**src/rtl/rfs_pkg.sv**
```systemverilog
package rfs_pkg;

    localparam int unsigned WIN_STD_MS = 16;
    localparam int unsigned WIN_LP_MS  = 128;
    localparam int unsigned PAUSE_US   = 200;
    localparam int unsigned SR_MIN_US  = 100;

    typedef enum logic [3:0] {
        S_PAUSE,
        S_INIT_REQ,
        S_IDLE,
        S_CBR_SETUP,
        S_CBR_RAS,
        S_CBR_PRE,
        S_SR_SETUP,
        S_SR_HOLD,
        S_SR_EXIT
    } rfs_state_e;

    typedef enum logic [1:0] {
        SRC_INIT,
        SRC_DEBT,
        SRC_BURST
    } rfs_src_e;

    typedef struct packed {
        logic ras_n;
        logic cas_n;
        logic we_n;
    } rfs_pins_t;

    // microseconds to clock cycles, rounded up
    function automatic int unsigned us_to_cyc(int unsigned us, int unsigned clk_khz);
        return (us * clk_khz + 999) / 1000;
    endfunction

    // cycles between successive row refreshes
    function automatic int unsigned row_interval(int unsigned clk_khz, bit low_power,
                                                 int unsigned rows);
        int unsigned win;
        win = low_power ? WIN_LP_MS : WIN_STD_MS;
        return (win * clk_khz) / rows;
    endfunction

    function automatic int unsigned max2(int unsigned a, int unsigned b);
        return (a > b) ? a : b;
    endfunction

    // bits needed to hold the value n
    function automatic int unsigned cnt_width(int unsigned n);
        return (n < 2) ? 1 : $clog2(n + 1);
    endfunction

endpackage

```
**src/rtl/rfs_interval.sv**
```systemverilog
module rfs_interval
    import rfs_pkg::*;
#(
    parameter int unsigned INTERVAL = 1953,
    parameter int unsigned DEBT_MAX = 7,
    parameter int unsigned DW       = cnt_width(DEBT_MAX)
) (
    input  logic          clk,
    input  logic          rst,
    input  logic          run,
    input  logic          clear,
    input  logic          consume,
    output logic [DW-1:0] debt,
    output logic          overflow
);

    localparam int unsigned TW = cnt_width(INTERVAL - 1);

    logic [TW-1:0] tcnt;
    logic          tick;

    assign tick = run && (tcnt == TW'(INTERVAL - 1));

    always_ff @(posedge clk) begin
        if (rst || clear) begin
            tcnt <= '0;
        end else if (run) begin
            tcnt <= tick ? '0 : tcnt + 1'b1;
        end
    end

    always_ff @(posedge clk) begin
        if (rst) begin
            debt     <= '0;
            overflow <= 1'b0;
        end else if (clear) begin
            debt <= '0;
        end else if (tick && !consume) begin
            if (debt == DW'(DEBT_MAX)) begin
                overflow <= 1'b1;
            end else begin
                debt <= debt + 1'b1;
            end
        end else if (!tick && consume && (debt != '0)) begin
            debt <= debt - 1'b1;
        end
    end

endmodule

```
**src/rtl/rfs_seq.sv**
```systemverilog
module rfs_seq
    import rfs_pkg::*;
#(
    parameter int unsigned PAUSE_CYC   = 25000,
    parameter int unsigned SR_MIN_CYC  = 12500,
    parameter int unsigned INIT_CYCLES = 8,
    parameter int unsigned ROWS        = 1024,
    parameter int unsigned CSR_CYC     = 1,
    parameter int unsigned RAS_CYC     = 8,
    parameter int unsigned RP_CYC      = 6,
    parameter int unsigned RPS_CYC     = 14,
    parameter int unsigned DW          = 3
) (
    input  logic          clk,
    input  logic          rst,
    input  logic          lp_req,
    input  logic          bus_gnt,
    input  logic [DW-1:0] debt,
    output rfs_state_e    state,
    output logic          consume,
    output logic          timer_run,
    output logic          timer_clear,
    output logic          init_done,
    output logic          bus_req
);

    localparam int unsigned PMAX = max2(max2(max2(PAUSE_CYC, SR_MIN_CYC), max2(RAS_CYC, RP_CYC)),
                                        max2(RPS_CYC, CSR_CYC));
    localparam int unsigned PW   = cnt_width(PMAX);
    localparam int unsigned RW   = cnt_width(max2(ROWS, INIT_CYCLES));

    rfs_state_e    st_n;
    rfs_src_e      src, src_n;
    logic [PW-1:0] ph, ph_n;
    logic [RW-1:0] rem, rem_n;
    logic          in_sr, in_sr_n;
    logic          done_n;
    logic          ph_zero;
    logic          more;
    logic          take_row;

    assign ph_zero = (ph == '0);
    assign more    = (src == SRC_DEBT) ? (debt != '0) : (rem != '0);

    always_comb begin
        st_n        = state;
        ph_n        = ph_zero ? ph : ph - 1'b1;
        rem_n       = rem;
        src_n       = src;
        in_sr_n     = in_sr;
        done_n      = init_done;
        take_row    = 1'b0;
        timer_clear = 1'b0;
        case (state)
            S_PAUSE: begin
                if (ph_zero) st_n = S_INIT_REQ;
            end
            S_INIT_REQ: begin
                if (bus_gnt) begin
                    st_n  = S_CBR_SETUP;
                    ph_n  = PW'(CSR_CYC - 1);
                    src_n = SRC_INIT;
                    rem_n = RW'(INIT_CYCLES);
                end
            end
            S_IDLE: begin
                if (bus_gnt && lp_req) begin
                    st_n        = S_SR_SETUP;
                    ph_n        = PW'(CSR_CYC - 1);
                    in_sr_n     = 1'b1;
                    timer_clear = 1'b1;
                end else if (bus_gnt && (debt != '0)) begin
                    st_n  = S_CBR_SETUP;
                    ph_n  = PW'(CSR_CYC - 1);
                    src_n = SRC_DEBT;
                end
            end
            S_CBR_SETUP: begin
                if (ph_zero) begin
                    st_n     = S_CBR_RAS;
                    ph_n     = PW'(RAS_CYC - 1);
                    take_row = 1'b1;
                end
            end
            S_CBR_RAS: begin
                if (ph_zero) begin
                    st_n = S_CBR_PRE;
                    ph_n = PW'(RP_CYC - 1);
                end
            end
            S_CBR_PRE: begin
                if (ph_zero) begin
                    if (more) begin
                        st_n     = S_CBR_RAS;
                        ph_n     = PW'(RAS_CYC - 1);
                        take_row = 1'b1;
                    end else begin
                        st_n = S_IDLE;
                        if (src == SRC_INIT)  done_n  = 1'b1;
                        if (src == SRC_BURST) in_sr_n = 1'b0;
                    end
                end
            end
            S_SR_SETUP: begin
                if (ph_zero) begin
                    st_n = S_SR_HOLD;
                    ph_n = PW'(SR_MIN_CYC - 1);
                end
            end
            S_SR_HOLD: begin
                if (ph_zero && !lp_req) begin
                    st_n = S_SR_EXIT;
                    ph_n = PW'(RPS_CYC - 1);
                end
            end
            S_SR_EXIT: begin
                if (ph_zero) begin
                    st_n  = S_CBR_SETUP;
                    ph_n  = PW'(CSR_CYC - 1);
                    src_n = SRC_BURST;
                    rem_n = RW'(ROWS);
                end
            end
            default: st_n = S_IDLE;
        endcase
        if (take_row && (src != SRC_DEBT)) rem_n = rem - 1'b1;
    end

    assign consume   = take_row && (src == SRC_DEBT);
    assign timer_run = init_done && !in_sr;
    assign bus_req   = (state != S_PAUSE) &&
                       ((state != S_IDLE) || lp_req || (debt != '0));

    always_ff @(posedge clk) begin
        if (rst) begin
            state     <= S_PAUSE;
            ph        <= PW'(PAUSE_CYC - 1);
            rem       <= '0;
            src       <= SRC_INIT;
            in_sr     <= 1'b0;
            init_done <= 1'b0;
        end else begin
            state     <= st_n;
            ph        <= ph_n;
            rem       <= rem_n;
            src       <= src_n;
            in_sr     <= in_sr_n;
            init_done <= done_n;
        end
    end

endmodule

```
**src/rtl/rfs_pins.sv**
```systemverilog
module rfs_pins
    import rfs_pkg::*;
(
    input  rfs_state_e state,
    output rfs_pins_t  pins,
    output logic       busy
);

    always_comb begin
        pins = '{ras_n: 1'b1, cas_n: 1'b1, we_n: 1'b1};
        busy = 1'b1;
        case (state)
            S_CBR_SETUP: pins.cas_n = 1'b0;
            S_CBR_RAS: begin
                pins.ras_n = 1'b0;
                pins.cas_n = 1'b0;
            end
            S_CBR_PRE:   pins.cas_n = 1'b0;
            S_SR_SETUP:  pins.cas_n = 1'b0;
            S_SR_HOLD: begin
                pins.ras_n = 1'b0;
                pins.cas_n = 1'b0;
            end
            S_SR_EXIT:   busy = 1'b1;
            default:     busy = 1'b0;
        endcase
    end

endmodule

```
**src/rtl/dram_refresh_seq.sv**
```systemverilog
module dram_refresh_seq
    import rfs_pkg::*;
#(
    parameter int unsigned CLK_KHZ     = 125000,
    parameter bit          LOW_POWER   = 1'b0,
    parameter int unsigned ROWS        = 1024,
    parameter int unsigned INIT_CYCLES = 8,
    parameter int unsigned CSR_CYC     = 1,
    parameter int unsigned RAS_CYC     = 8,
    parameter int unsigned RP_CYC      = 6,
    parameter int unsigned RPS_CYC     = 14,
    parameter int unsigned DEBT_MAX    = 7
) (
    input  logic clk,
    input  logic rst,
    input  logic lp_req,
    input  logic bus_gnt,
    output logic bus_req,
    output logic busy,
    output logic init_done,
    output logic debt_err,
    output logic ras_n,
    output logic cas_n,
    output logic we_n
);

    localparam int unsigned INTERVAL   = row_interval(CLK_KHZ, LOW_POWER, ROWS);
    localparam int unsigned PAUSE_CYC  = us_to_cyc(PAUSE_US, CLK_KHZ);
    localparam int unsigned SR_MIN_CYC = us_to_cyc(SR_MIN_US, CLK_KHZ);
    localparam int unsigned DW         = cnt_width(DEBT_MAX);

    logic [DW-1:0] debt;
    logic          consume;
    logic          timer_run;
    logic          timer_clear;
    rfs_state_e    state;
    rfs_pins_t     pins;

    rfs_interval #(
        .INTERVAL (INTERVAL),
        .DEBT_MAX (DEBT_MAX),
        .DW       (DW)
    ) u_interval (
        .clk      (clk),
        .rst      (rst),
        .run      (timer_run),
        .clear    (timer_clear),
        .consume  (consume),
        .debt     (debt),
        .overflow (debt_err)
    );

    rfs_seq #(
        .PAUSE_CYC   (PAUSE_CYC),
        .SR_MIN_CYC  (SR_MIN_CYC),
        .INIT_CYCLES (INIT_CYCLES),
        .ROWS        (ROWS),
        .CSR_CYC     (CSR_CYC),
        .RAS_CYC     (RAS_CYC),
        .RP_CYC      (RP_CYC),
        .RPS_CYC     (RPS_CYC),
        .DW          (DW)
    ) u_seq (
        .clk         (clk),
        .rst         (rst),
        .lp_req      (lp_req),
        .bus_gnt     (bus_gnt),
        .debt        (debt),
        .state       (state),
        .consume     (consume),
        .timer_run   (timer_run),
        .timer_clear (timer_clear),
        .init_done   (init_done),
        .bus_req     (bus_req)
    );

    rfs_pins u_pins (
        .state (state),
        .pins  (pins),
        .busy  (busy)
    );

    assign ras_n = pins.ras_n;
    assign cas_n = pins.cas_n;
    assign we_n  = pins.we_n;

endmodule

```
**config.mk**
```make
export PLATFORM = sky130hd
export DESIGN_NAME = dram_refresh_seq
export DESIGN_NICKNAME = d
export VERILOG_FILES = /design/src/rtl/rfs_pkg.sv /design/src/rtl/rfs_interval.sv /design/src/rtl/rfs_seq.sv /design/src/rtl/rfs_pins.sv /design/src/rtl/dram_refresh_seq.sv
export SDC_FILE = /design/constraint.sdc
export NUM_CORES = 1
export LEC_CHECK = 0
export ABC_AREA = 1
export BUFFER_PORTS_ARGS = -buffer_cell sky130_fd_sc_hd__buf_2
export CORE_ASPECT_RATIO = 0.8
export CORE_UTILIZATION = 50
export DETAILED_ROUTE_END_ITERATION = 6
export GPL_TIMING_DRIVEN = 0
export PLACE_DENSITY = 0.7
export SETUP_SLACK_MARGIN = 0.15
export SYNTH_ARGS = -nofsm -noshare
export SYNTH_HDL_FRONTEND = slang
export SYNTH_SLANG_ARGS = --single-unit
```
**constraint.sdc**
```tcl
create_clock -name clk -period 2.9 [get_ports clk]
set_input_delay 0.58 -clock clk [delete_from_list [all_inputs] [get_ports clk]]
set_output_delay 0.58 -clock clk [all_outputs]
set_load 0.01 [all_outputs]
```
==> results.tsv <==
metric	value	unit
status	complete, no violations	
fin crit share	0.850	
n_diodes	0	
worst setup path category	register to register	
R2R Path Start	u_seq.rem[0]	
final setup skew	5.19	ps
Synth async-reset ratio	0	
maxcap violations	0	
Leak	1.42	nW
top cell type's share of synthesized area	0.323	
first-pass GRT wire length	12400	µm
Total Wirelength	7430	µm
FF+latch count, synth	49	
Nets	492	
Synthesized Nets	476	
total number of vias	2991	
non-filler cells, final	559	
worst-margin pin slew	598	ps
H-tree Lvls	2	
worst min path class	register to register	
DR pass1 iterations	6	
FMAX	406	MHz
number of buffers added on ports	9	
P&R area growth vs syn	8.12	%
Sink Count	49	
Post-CTS Setup Bufs	0	
die boundary height	71.7	µm
Worst Setup EP	u_interval.debt[2]	
Clock Tree Buf Depth	2	
# IOs	11	
vias in the first global route	2722	
total grt overflow	0	
CTS tree	done	
GR Util All Layers	0.252	
Startpoint Class	register	
yosys warns	0	
HPWL after detailed placement	5630	µm
post-synthesis sequential area ratio	0.323	
RD Place Congestion	0.930	
Design Power	2.47	mW
share of cells above drive strength 1	0.0748	
clock root buffer	clkbuf_8	
Die ar.	0.00639	mm²
placed cell count	551	
Final Core Density	0.581	
initial antenna violation count	0	
largest family of logic cells by synthesized area	simple AND/OR/NAND/NOR gates	
Post-Route Setup TNS	0	ps
post-synthesis cell type count	44	
Placed Area	0.00318	mm²
Design Area, Final	0.00328	mm²
post-route ant nets	0	
post-synthesis simple-gate area fraction	0.358	
initial DRC count	228	
CP Capture Type	register	
CP startpoint	u_seq.rem[0]	
compound-gate portion of the synthesized area	0.128	
most frequent cells in the layout	nand2_1 (94), inv_1 (72), nor2_1 (70), dfxtp_1 (49), nand3_1 (30)	
Post-Syn Area	0.00303	mm²
min Tclk post-route	2460	ps
drt wl/cell	13.3	µm
core area	0.00565	mm²
Slew headroom	0.601	
TritonCTS Buffers	5	
WP data required	3150	ps
worst reg-to-reg path cell count	15	
# rows	24	
Synth Area in XOR/XNOR	0.0491	
largest net degree at the start of global routing	16	
Clock Latency Late Sink	310	ps
CTS clk-pin slew, worst paths	100	ps
vias per inst	5.35	
RSZ-0062 raised after global routing	false	
Main synth FF type	dfxtp_1	
worst-path maximum fanout	5	
WP data arrival	2710	ps
R2R Path End	u_interval.debt[2]	
commonest non-fill, non-tap cell in the layout	nand2_1	
r2r setup slk	440	ps
largest cells by area after synthesis	dfxtp_1 (32%), nand2_1 (12%), inv_1 (8.9%)	
P per Cell Area	752	mW/mm²
final slew viol count	0	
post-synth top area cell	dfxtp_1	
worst vdd ir	0.407	mV
number of remaining DRC errors	0	
average cell area after synthesis	6.54	µm²
Post-Synth Adder-Cell Area	0.0355	
Fin. Hold Viols	0	
final setup vio count	0	
Starting Density	0.537	
Die X	89.1	µm
Post-Syn Instances	464	
post-synthesis mux area share	0	
EDFF count, synth	0	
state kept, by name, indices dropped and copies added, names as in the netlist:
register             flops
u_interval.debt          3
u_interval.overflow      1
u_interval.tcnt         11
u_seq.in_sr              1
u_seq.init_done          1
u_seq.ph                15
u_seq.rem               11
u_seq.src                2
u_seq.state              4
how the worst min path moves through the flow:
stage | start | endpoint | slack (ps) | cells after the start
after floorplan | u_interval.tcnt[10] | u_interval.tcnt[10] | 450 | 2
after global placement | u_interval.overflow | u_interval.overflow | 450 | 2
after detailed placement | u_interval.overflow | u_interval.overflow | 450 | 2
after CTS | u_interval.overflow | u_interval.overflow | 470 | 2
after global routing | rst | u_seq.src[1] | 480 | 2
final | u_interval.overflow | u_interval.overflow | 470 | 2
timing repair:
action | 4_1_cts | 5_1_grt
hold endpoints to repair | 0 | 0
hold buffers | 0 | 0
gates resized for setup | 0 | 2
endpoints found under the setup margin | 0 | 1
cell families after synthesis:
logic type | Yosys count
compound gates | 67
fa+ha+maj | 8
simple gates | 241
xor+xnor | 17
buf+inv | 81
flops | 49
other cells | 1
report_power, final:
group	internal, mW	switching, mW	total (mW)	leakage, nW
sequential	0.779	0.0888	0.868	0.398
clock	0.194	0.251	0.445	0.0512
combinational	0.405	0.750	1.15	0.975
synth_stat cells, types with 3 or more instances:
library cell / n
nor3_1: 16
nor2_1: 71
nand2_1: 94
a21oi_1: 22
nand3_1: 30
nand4_1: 13
nor4_1: 4
o31ai_1: 3
xor2_1: 14
a211oi_1: 3
ha_1: 7
inv_1: 72
xnor2_1: 3
o21ai_1: 4
o21ai_0: 23
dfxtp_1: 49
stage by stage:
step	hold slack (ps)	worst slack, ps
after floorplan	446	788
after global routing	482	153
after detailed placement	448	430
after global placement	445	450
final	469	435
after CTS	472	395
critical path, stage by stage (launching register included):
cell and delay, ps:
dfxtp_1 360, inv_1 90, ha_1 220, nand2_1 140, nor2_2 170, nand2_1 160
nand3_4 140, nand2_2 90, nand3_2 110, nand2_1 110, fa_1 400, inv_1 60
nand2_1 50, nand2_1 80, nand3_1 70, a21oi_1 150
metal layers:
metal	track usage	up-vias	share of wire
met4	0.0617	0	0.0071
met1	0.364	1351	0.51
met3	0.0622	8	0.068
li1	-	1538	-
met2	0.377	94	0.41
met5	0	-	0
cell type report:
cell class	instances	area [µm²]
clock buffers	6	82.6
clock inverters	2	13.8
well taps	78	97.6
multi-input cells	334	1740
fillers	576	2360
plain buffers	6	36.3
inverters	75	282
flip-flops and latches	49	981
repair buffers	9	45.0
Power figures use the tool's default switching activity.
